==> src/rtl/e1_ts0_pkg.sv <==
package e1_ts0_pkg;

    localparam int FRAMES_PER_MF = 16;
    localparam int FN_W          = $clog2(FRAMES_PER_MF);
    localparam int SMF_PER_MF    = 2;
    localparam int OCT_W         = 8;
    localparam int CRC_W         = 4;
    localparam int CFG_W         = 7;
    localparam logic [CRC_W-1:0] CRC_POLY  = 4'b0011;      // x^4 + x + 1, x^4 implied
    localparam logic [OCT_W-2:0] ALIGN_WORD = 7'b0011011;
    localparam logic [OCT_W-1:0] IDLE_OCT   = 8'hFF;

    typedef struct packed {
        logic xs15;
        logic xs13;
        logic e_neg;
        logic e_auto;
        logic src_ram;
        logic transp;
        logic crc4;
    } ts0_cfg_t;

    typedef enum logic [1:0] {
        OCT_ALIGN,
        OCT_SERVICE,
        OCT_PASS
    } oct_kind_e;

    // Fold one octet, MSB first, into the running remainder.
    function automatic logic [CRC_W-1:0] crc4_step(input logic [CRC_W-1:0] c,
                                                   input logic [OCT_W-1:0] b);
        logic [CRC_W-1:0] r;
        logic fb;
        r = c;
        for (int i = OCT_W - 1; i >= 0; i--) begin
            fb = b[i] ^ r[CRC_W-1];
            r  = {r[CRC_W-2:0], 1'b0} ^ (fb ? CRC_POLY : '0);
        end
        return r;
    endfunction

    // Multiframe alignment bit for odd frames 1..11.
    function automatic logic mf_align_bit(input logic [FN_W-1:0] fn);
        logic v;
        case (fn)
            4'd5, 4'd9, 4'd11: v = 1'b1;
            default:           v = 1'b0;
        endcase
        return v;
    endfunction

endpackage

==> src/rtl/e1_ts0_seq.sv <==
module e1_ts0_seq
    import e1_ts0_pkg::*;
#(
    parameter int MF_W = 8
) (
    input  logic            clk,
    input  logic            rst,
    input  logic            stb,
    output logic [FN_W-1:0] frame_num,
    output logic [MF_W-1:0] mf_num,
    output logic [FN_W-1:0] issue_fn,
    output logic            issue_mf_start,
    output logic            issue_smf_start
);

    assign issue_fn        = frame_num + FN_W'(1);
    assign issue_mf_start  = (issue_fn == '0);
    assign issue_smf_start = (issue_fn[FN_W-2:0] == '0);

    always_ff @(posedge clk) begin
        if (rst) begin
            frame_num <= '1;
            mf_num    <= '1;
        end else if (stb) begin
            frame_num <= issue_fn;
            if (issue_mf_start)
                mf_num <= mf_num + MF_W'(1);
        end
    end

endmodule

==> src/rtl/e1_ts0_crc.sv <==
module e1_ts0_crc
    import e1_ts0_pkg::*;
(
    input  logic             clk,
    input  logic             rst,
    input  logic             stb,
    input  logic             smf_start,
    input  logic [OCT_W-1:0] sent_oct,
    input  logic             pay_vld,
    input  logic [OCT_W-1:0] pay_byte,
    output logic [CRC_W-1:0] c_bits
);

    logic [CRC_W-1:0] acc;
    logic [CRC_W-1:0] held;

    // At a submultiframe boundary the finished remainder is used directly.
    assign c_bits = smf_start ? acc : held;

    always_ff @(posedge clk) begin
        if (rst) begin
            acc  <= '0;
            held <= '0;
        end else if (stb) begin
            if (smf_start) begin
                held <= acc;
                acc  <= crc4_step('0, sent_oct);
            end else begin
                acc  <= crc4_step(acc, sent_oct);
            end
        end else if (pay_vld) begin
            acc <= crc4_step(acc, pay_byte);
        end
    end

endmodule

==> src/rtl/e1_ts0_ebit.sv <==
module e1_ts0_ebit
    import e1_ts0_pkg::*;
(
    input  logic                  clk,
    input  logic                  rst,
    input  logic                  stb,
    input  logic                  mf_start,
    input  logic [SMF_PER_MF-1:0] err_smf,
    output logic [SMF_PER_MF-1:0] e_err
);

    logic [SMF_PER_MF-1:0] pend;

    always_ff @(posedge clk) begin
        if (rst) begin
            pend  <= '0;
            e_err <= '0;
        end else if (stb && mf_start) begin
            e_err <= pend;
            pend  <= err_smf;
        end else begin
            pend  <= pend | err_smf;
        end
    end

endmodule

==> src/rtl/e1_ts0_octet.sv <==
module e1_ts0_octet
    import e1_ts0_pkg::*;
(
    input  ts0_cfg_t              cfg,
    input  logic [FN_W-1:0]       fn,
    input  logic                  pat_even_si,
    input  logic [OCT_W-2:0]      pat_odd,
    input  logic [OCT_W-1:0]      ch0_byte,
    input  logic [OCT_W-1:0]      ram_byte,
    input  logic [CRC_W-1:0]      c_bits,
    input  logic [SMF_PER_MF-1:0] e_err,
    output logic [OCT_W-1:0]      oct,
    output logic [OCT_W-1:0]      oct_crc
);

    oct_kind_e kind;
    logic      c_sel;
    logic      lead_odd;
    logic [SMF_PER_MF-1:0] e_line;

    assign e_line = ~e_err ^ {SMF_PER_MF{cfg.e_neg}};

    always_comb begin
        if (cfg.transp)
            kind = OCT_PASS;
        else if (fn[0])
            kind = OCT_SERVICE;
        else
            kind = OCT_ALIGN;
    end

    always_comb begin
        case (fn[2:1])
            2'd0:    c_sel = c_bits[3];
            2'd1:    c_sel = c_bits[2];
            2'd2:    c_sel = c_bits[1];
            default: c_sel = c_bits[0];
        endcase
    end

    always_comb begin
        if (!cfg.crc4)
            lead_odd = pat_odd[OCT_W-2];
        else if (fn == 4'd13)
            lead_odd = cfg.e_auto ? e_line[0] : cfg.xs13;
        else if (fn == 4'd15)
            lead_odd = cfg.e_auto ? e_line[1] : cfg.xs15;
        else
            lead_odd = mf_align_bit(fn);
    end

    always_comb begin
        case (kind)
            OCT_PASS:    oct = cfg.src_ram ? ram_byte : ch0_byte;
            OCT_SERVICE: oct = {lead_odd, 1'b1, pat_odd[OCT_W-3:0]};
            default:     oct = {cfg.crc4 ? c_sel : pat_even_si, ALIGN_WORD};
        endcase
        oct_crc = oct;
        if (!fn[0])
            oct_crc[OCT_W-1] = 1'b0;
    end

endmodule

==> src/rtl/e1_ts0_tx_gen.sv <==
module e1_ts0_tx_gen
    import e1_ts0_pkg::*;
#(
    parameter int MF_W = 8
) (
    input  logic            clk,
    input  logic            rst,
    input  logic            frame_stb,
    input  logic [6:0]      cfg_reg,
    input  logic            pat_even_si,
    input  logic [6:0]      pat_odd,
    input  logic [7:0]      ch0_byte,
    input  logic [7:0]      ram_byte,
    input  logic            pay_vld,
    input  logic [7:0]      pay_byte,
    input  logic            rx_err_smf1,
    input  logic            rx_err_smf2,
    output logic [7:0]      ts0_byte,
    output logic [3:0]      frame_num,
    output logic [MF_W-1:0] mf_num
);

    ts0_cfg_t              cfg;
    logic [FN_W-1:0]       issue_fn;
    logic                  issue_mf_start;
    logic                  issue_smf_start;
    logic [CRC_W-1:0]      c_bits;
    logic [SMF_PER_MF-1:0] e_err;
    logic [OCT_W-1:0]      oct;
    logic [OCT_W-1:0]      oct_crc;

    assign cfg = ts0_cfg_t'(cfg_reg);

    e1_ts0_seq #(.MF_W(MF_W)) u_seq (
        .clk             (clk),
        .rst             (rst),
        .stb             (frame_stb),
        .frame_num       (frame_num),
        .mf_num          (mf_num),
        .issue_fn        (issue_fn),
        .issue_mf_start  (issue_mf_start),
        .issue_smf_start (issue_smf_start)
    );

    e1_ts0_crc u_crc (
        .clk       (clk),
        .rst       (rst),
        .stb       (frame_stb),
        .smf_start (issue_smf_start),
        .sent_oct  (oct_crc),
        .pay_vld   (pay_vld),
        .pay_byte  (pay_byte),
        .c_bits    (c_bits)
    );

    e1_ts0_ebit u_ebit (
        .clk      (clk),
        .rst      (rst),
        .stb      (frame_stb),
        .mf_start (issue_mf_start),
        .err_smf  ({rx_err_smf2, rx_err_smf1}),
        .e_err    (e_err)
    );

    e1_ts0_octet u_oct (
        .cfg         (cfg),
        .fn          (issue_fn),
        .pat_even_si (pat_even_si),
        .pat_odd     (pat_odd),
        .ch0_byte    (ch0_byte),
        .ram_byte    (ram_byte),
        .c_bits      (c_bits),
        .e_err       (e_err),
        .oct         (oct),
        .oct_crc     (oct_crc)
    );

    always_ff @(posedge clk) begin
        if (rst)
            ts0_byte <= IDLE_OCT;
        else if (frame_stb)
            ts0_byte <= oct;
    end

endmodule

==> config.mk <==
export PLATFORM = sky130hd
export DESIGN_NAME = e1_ts0_tx_gen
export DESIGN_NICKNAME = d
export VERILOG_FILES = /design/src/rtl/e1_ts0_pkg.sv /design/src/rtl/e1_ts0_seq.sv /design/src/rtl/e1_ts0_crc.sv /design/src/rtl/e1_ts0_ebit.sv /design/src/rtl/e1_ts0_octet.sv /design/src/rtl/e1_ts0_tx_gen.sv
export SDC_FILE = /design/constraint.sdc
export NUM_CORES = 1
export LEC_CHECK = 0
export BUFFER_PORTS_ARGS = -buffer_cell sky130_fd_sc_hd__buf_2
export CAP_MARGIN = 20
export CORE_MARGIN = 10
export CORE_UTILIZATION = 56
export DETAILED_ROUTE_END_ITERATION = 8
export PLACE_DENSITY = 0.95
export SLEW_MARGIN = 25
export SYNTH_ARGS = -nofsm -noshare
export SYNTH_HDL_FRONTEND = slang
export SYNTH_SLANG_ARGS = --single-unit
==> constraint.sdc <==
create_clock -name clk -period 3.3 [get_ports clk]
set_input_delay 0.66 -clock clk [delete_from_list [all_inputs] [get_ports clk]]
set_output_delay 0.66 -clock clk [all_outputs]
set_load 0.02 [all_outputs]
Word-level counts from Yosys, hierarchy flattened
Index checks and enable logic that the tools add are counted.
{"block": "totals", "out_inout_bits": 20, "regBits": 32, "in_bits": 45, "word_cells": 116}
{"block": "op_classes", "n_eq_ne": 9, "mux": 42, "reduce_logical": 7, "n_addsub": 2, "bitwise": 49}
{"cell": "$xor 4x4->4", "n": 23}
{"cell": "$mux 2", "n": 26}
{"cell": "$xor 1x1->1", "n": 22}
{"cell": "$eq 4x4->1 const B", "n": 4}
{"cell": "$mux 4", "n": 4}
{"cell": "$pmux 8 s2", "n": 1}
{"cell": "$mux 1", "n": 9}
{"cell": "$add 8x1->8 const B", "n": 1}
{"cell": "$mux 8", "n": 1}
{"cell": "$add 4x1->4 const B", "n": 1}
{"cell": "$eq 2x1->1 const B", "n": 2}
{"cell": "$eq 2x2->1 const B", "n": 2}
{"cell": "$eq 4x3->1 const B", "n": 1}
{"cell": "$logic_not 4->1", "n": 1}
{"cell": "$logic_not 3->1", "n": 1}
{"cell": "$pmux 1 s3", "n": 1}
{"cell": "$reduce_or 3->1", "n": 1}
{"cell": "$logic_not 2->1", "n": 1}
{"cell": "$not 2->2", "n": 1}
{"cell": "$or 2x2->2", "n": 1}
{"cell": "$reduce_and 2->1", "n": 1}
{"cell": "$reduce_bool 2->1", "n": 1}
{"cell": "$xor 2x2->2", "n": 1}
{"cell": "$logic_and 1x1->1", "n": 1}
{"cell": "$xor 1x1->1 const B", "n": 1}

Depth between registers and ports, before layout
{"block": "logic_depth", "word_depth": 35, "depth_mapped": 10, "depth_no_buf": 9}

Hierarchy
A second synthesis with hierarchy kept.
{"block": "unflattened", "cells_unflattened": 251, "area_unflattened_um2": 2367.3}
{"module": "e1_ts0_crc", "seq_area_each_um2": 160.2, "n_inst": 1, "area_each_um2": 804.5, "cells_per_inst": 80}
{"module": "e1_ts0_seq", "seq_area_each_um2": 240.2, "n_inst": 1, "area_each_um2": 705.7, "cells_per_inst": 78}
{"module": "e1_ts0_octet", "seq_area_each_um2": 0.0, "n_inst": 1, "area_each_um2": 389.1, "cells_per_inst": 51}
{"module": "e1_ts0_tx_gen", "seq_area_each_um2": 160.2, "n_inst": 1, "area_each_um2": 302.8, "cells_per_inst": 26}
{"module": "e1_ts0_ebit", "seq_area_each_um2": 80.1, "n_inst": 1, "area_each_um2": 165.2, "cells_per_inst": 16}

Least setup slack after synthesis
No wires, ideal clock.
{"block": "synth_path", "path_kind": "input port to flip-flop", "from": "input port cfg_reg[2]", "to": "register u_crc.acc[3]", "t_arrival_ns": 2.323, "setup_ns": 0.079, "slack_ns": 0.898, "path_stages": 8, "n_path_buf": 1, "t_required_ns": 3.221, "cell_sequence": "buf_6 > mux2_4 > a22o_4 > or4_1 > o311ai_1 > a211oi_1 > xor2_1 > a211oi_2"}
{"block": "synth_between", "elab_chain_cells": 17, "elab_cells_between_ends": 39, "classes_between": "mux: 15; bitwise: 24"}
{"element": "from (decl)", "line": "e1_ts0_tx_gen.sv:9", "rtl": "input logic [6:0] cfg_reg,"}
{"element": "$mux 8 (*)", "line": "e1_ts0_octet.sv:54", "rtl": "OCT_PASS: oct = cfg.src_ram ? ram_byte : ch0_byte;"}
{"element": "$pmux 8 s2 (*)", "line": "e1_ts0_octet.sv:53", "rtl": "case (kind)"}
{"element": "$mux 1", "line": "e1_ts0_octet.sv:59", "rtl": "if (!fn[0])"}
{"element": "$xor 1x1->1", "line": "e1_ts0_pkg.sv:36", "rtl": "fb = b[i] ^ r[CRC_W-1];"}
{"element": "$mux 2", "line": "e1_ts0_pkg.sv:37", "rtl": "r = {r[CRC_W-2:0], 1'b0} ^ (fb ? CRC_POLY : '0);"}
{"element": "$xor 4x4->4 (4 in a row)", "line": "e1_ts0_pkg.sv:37"}
{"element": "$xor 1x1->1", "line": "e1_ts0_pkg.sv:36"}
{"element": "$mux 2", "line": "e1_ts0_pkg.sv:37"}
{"element": "$xor 4x4->4 (4 in a row)", "line": "e1_ts0_pkg.sv:37"}
{"element": "$mux 4 (*)", "line": "e1_ts0_crc.sv:25", "rtl": "if (smf_start) begin"}
{"element": "$mux 4 (*)", "line": "e1_ts0_crc.sv:24", "rtl": "end else if (stb) begin"}
{"element": "to (signal assigned)", "line": "e1_ts0_crc.sv:27", "rtl": "acc <= crc4_step('0, sent_oct);"}
{"element": "to (signal assigned)", "line": "e1_ts0_crc.sv:29", "rtl": "acc <= crc4_step(acc, sent_oct);"}
{"element": "to (signal assigned)", "line": "e1_ts0_crc.sv:32", "rtl": "acc <= crc4_step(acc, pay_byte);"}
{"element": "to (decl)", "line": "e1_ts0_crc.sv:14", "rtl": "logic [CRC_W-1:0] acc;"}
Mark *: on every way between the ends. The rest lies on a longest branch, timed or not.
A chain may end at the register's enable or synchronous reset.

Worst setup path after layout
{"block": "layout_path", "from": "register u_seq.frame_num[1]", "to": "register u_seq.mf_num[7]"}
{"block": "layout_between", "elab_chain_cells": 3}
{"element": "from (decl)", "line": "e1_ts0_seq.sv:9", "rtl": "output logic [FN_W-1:0] frame_num,"}
{"element": "from (signal assigned)", "line": "e1_ts0_seq.sv:25", "rtl": "frame_num <= issue_fn;"}
{"element": "$add 4x1->4", "line": "e1_ts0_seq.sv:16", "rtl": "assign issue_fn = frame_num + FN_W'(1);"}
{"element": "$logic_not 4->1", "line": "e1_ts0_seq.sv:17", "rtl": "assign issue_mf_start = (issue_fn == '0);"}
{"element": "$reduce_and 2->1 (no line)"}
{"element": "to (signal assigned)", "line": "e1_ts0_seq.sv:27", "rtl": "mf_num <= mf_num + MF_W'(1);"}
{"element": "to (decl)", "line": "e1_ts0_seq.sv:10", "rtl": "output logic [MF_W-1:0] mf_num,"}
Every way passes these cells.

==> results.toml <==
[synthesis]
synthMuxAreaShare_pct = 10.19
yosysUniqueCellTypes = 46
syn-num-nets = 304
synth_xor_area_share_pct = 24.47
yosysSeqAreaShare_pct = 28.67
synthFlopType = "dfxtp_1"
async_reset_ff_share_pct = 0
netlist_area_mm2 = 0.002235
synth_edf_count = 0
syn-instance-count = 254
syn_avg_cell_area_um2 = 8.798
ys_warn_count = 0
synthAdderAreaFrac_pct = 2.800
synth_compound_area_share_pct = 11.37
synth_top_family_by_area = "XOR/XNOR gates"
synth_seq_cells = 32
synthSimpleGateAreaFrac_pct = 17.08

[critical_path]
slowest_stage = "nor2_2"
cp_max_fo = 9
critPathKind = "reg -> reg"
cp_common_cell = "nand3_1"
crit_arrival_ns = 2.67
crit_path_max_incr_delay_ns = 0.43
worstPathRequired_ns = 3.47
cp-start-kind = "flop"
crit_buf_inv = 0
rr_worst_depth = 8
setup.worst_path.end = "u_seq.mf_num[7]"
worstPathCellList = "ha_1 > xnor2_2 > nand3_1 > nor2_2 > and4_1 > nand3_1 > xor2_1 > nand2_1"
reg2reg_setup_slack_ns = 0.80
r2r-end = "u_seq.mf_num[7]"
cp_top_family = "simple AND/OR/NAND/NOR gates"
critPathLaunch = "u_seq.frame_num[1]"
reg2reg_from = "u_seq.frame_num[1]"
cp-end-kind = "flop"
cp_num_cells = 8

[sta]
fin_setup_tns_ns = 0
setup_viol = 0
finalCritPeriodShare_pct = 75.76
slew_headroom_pct = 65.07
skew_ns = 0.007812
tightest_slew_ns = 0.5207
hold_viol = 0
rsz0062_at_grt = "false"
timing.hold.ws_ns = 0.4556
slew_viol_final = 0
fmax_mhz = 400.0
min_period_ns = 2.500

[clock_network]
cts.htree.levels = 2
cts-resized-gates = 0
clock_sinks = 32
clock_path_buffers = 2
clkLatencyLatePin_ns = 0.29
cts.reportedPaths.clkPinSlew_ns = 0.07
cts_tree = "yes"
numCtsBuffers = 5
cts_hold_buf = 0
post_cts_buffers = 0
clock-root-buffer = "clkbuf_8"

[floorplanning]
start_util_pct = 59.26
core_area_mm2 = 0.003771
fp-row-count = 22
ios = 65
die_area_mm2 = 0.006917
die_h_um = 83.17
die_w_um = 83.17

[layout]
stdcell_count = 364
num_antenna_cells = 0
fillCellCount = 292
nets = 365
finalInstanceArea_mm2 = 0.002658
drive_gt1_share_pct = 26.58
multiInputGateArea_mm2 = 0.001473
layout.area.seq_um2 = 640.6
areaGrowthSynthToFinish_pct = 18.93

[job]
maxCapViolCount = 0

[placement]
post-place-cells = 356
place.gp.congestion = 0.9781
hpwlAfterDp_um = 4254
portBuffers = 64
dpl_cell_area_mm2 = 0.002531

[worst_hold_path]
timing.hold.worst.class = "reg -> reg"
hold_depth = 2

[grt]
grt_max_degree = 24
grt_overflow = 0
grt_pass1_vias = 2038
grt_usage_pct = 15.80
antenna_found_initial = 0
grt_pass1_wl_um = 9390

[detailed_routing]
first_pass_iters = 4
viasPerCell = 5.415
drtIter0Drc = 131
detail-route-antenna-nets = 0
num_vias = 1971
wirelength_um = 5552
drc = 0
wl_per_cell_um = 15.25

[power_and_ir_drop]
p_int_mw = 1.067
p_switching_uw = 593.3
p_seq_share_pct = 30.8
p_clk_share_pct = 24.7
power_density_mw_per_mm2 = 624.6
combPwrFrac_pct = 44.5
sw_frac_of_total_pct = 35.74
p_leak_nw = 1.163
ir_drop_mv = 0.4306

[run_status]
status = "completed"
-- metal layers --
metal | share of wire [%] | GRT usage, % | vias to the layer above
li1 | - | - | 990
met1 | 43 | 18.22 | 908
met2 | 48 | 25.91 | 66
met3 | 8.2 | 6.348 | 7
met4 | 1.2 | 5.077 | 0
met5 | 0 | 0 | -
-- state kept, by name, indices dropped and copies added (netlist names) --
name	cells
ts0_byte	8
u_crc.acc	4
u_crc.held	4
u_ebit.e_err	2
u_ebit.pend	2
u_seq.frame_num	4
u_seq.mf_num	8
-- Yosys cell counts, types with 2 or more instances --
| library cell | n | area (µm²) |
|---|---|---|
| dfxtp_1 | 32 | 640.6 |
| xor2_1 | 22 | 192.7 |
| a211oi_1 | 6 | 45.04 |
| a221o_1 | 2 | 20.02 |
| a21oi_1 | 13 | 65.06 |
| nand3_1 | 5 | 25.02 |
| nor2b_1 | 2 | 12.51 |
| xnor2_1 | 36 | 315.3 |
| nand2_1 | 32 | 120.1 |
| o21ai_0 | 5 | 25.02 |
| nand4_1 | 4 | 25.02 |
| buf_6 | 3 | 33.78 |
| clkbuf_1 | 3 | 11.26 |
| mux2i_1 | 19 | 190.2 |
| nor3_1 | 5 | 25.02 |
| mux2_2 | 2 | 22.52 |
| clkbuf_8 | 2 | 27.53 |
| ha_1 | 5 | 62.56 |
| nor2_1 | 23 | 86.33 |
| inv_1 | 5 | 18.77 |
| and4_1 | 2 | 17.52 |
| and3_1 | 2 | 12.51 |
-- cell usage in the layout, fill, tap and decap left out, drive strengths merged, types with 3 or more instances in the layout --
master	n
buf	66
xnor2	37
nand2	32
dfxtp	32
nor2	24
xor2	22
mux2i	19
a21oi	13
clkbuf	7
a211oi	7
inv	5
nand3	5
o21ai	5
nor3	5
ha	5
nand4	4
mux2	3
-- tightest hold or removal path: cells and delay by family, from the launching register on --
family          cells  cell delay, ns
simple gates        1            0.05
flops               1            0.31
compound gates      1            0.05
-- worst min-delay path by stage --
stage	startpoint	end	slack (ns)
6_report	u_ebit.pend[0]	u_ebit.e_err[0]	0.46
5_1_grt	u_ebit.pend[0]	u_ebit.e_err[0]	0.49
4_1_cts	u_ebit.pend[0]	u_ebit.e_err[0]	0.46
3_5_place_dp	u_ebit.pend[0]	u_ebit.e_err[0]	0.45
3_3_place_gp	u_ebit.pend[1]	u_ebit.e_err[1]	0.44
2_1_floorplan	u_ebit.pend[0]	u_ebit.e_err[0]	0.43
-- power by group through the flow --
| stage | logic, mW | clock network [mW] | registers (mW) |
|---|---|---|---|
| after CTS | 0.739 | 0.418 | 0.511 |
| after global routing | 0.812 | 0.432 | 0.520 |
| after global placement | 0.701 | 0 | 0.516 |
| after floorplan | 0.596 | 0 | 0.511 |
| after detailed placement | 0.725 | 0 | 0.518 |
| final | 0.738 | 0.410 | 0.512 |
-- cells by family (layout without fill, tap and decap cells) --
| kind of cell | count (synthesis) | count (layout) |
|---|---|---|
| AOI/OAI and AO/OA | 35 | 35 |
| and+or+nand+nor | 82 | 82 |
| DFF | 32 | 32 |
| adders and majority gates | 5 | 5 |
| xor gates and xnor gates | 60 | 60 |
| muxes | 22 | 22 |
| buffers and inverters | 18 | 80 |
-- stage by stage --
stage	power (mW)	setup WS, ns	util, %
2_1_floorplan	1.107	0.8979	-
3_3_place_gp	1.217	0.7180	67.12
3_5_place_dp	1.243	0.6312	67.12
4_1_cts	1.668	0.8059	70.47
5_1_grt	1.763	0.5978	70.47
6_report	1.660	0.7998	70.47
-- final cells by class --
type / count / area share [%]
Clock buffer: 7 / 3.625
Clock inverter: 1 / 1.130
Inverter: 6 / 0.8475
Multi-Input combinational cell: 204 / 55.41
Sequential cell: 32 / 24.11
Tap cell: 48 / 2.260
Timing Repair Buffer: 66 / 12.62
Note: power is estimated with default switching activity, not from simulation.
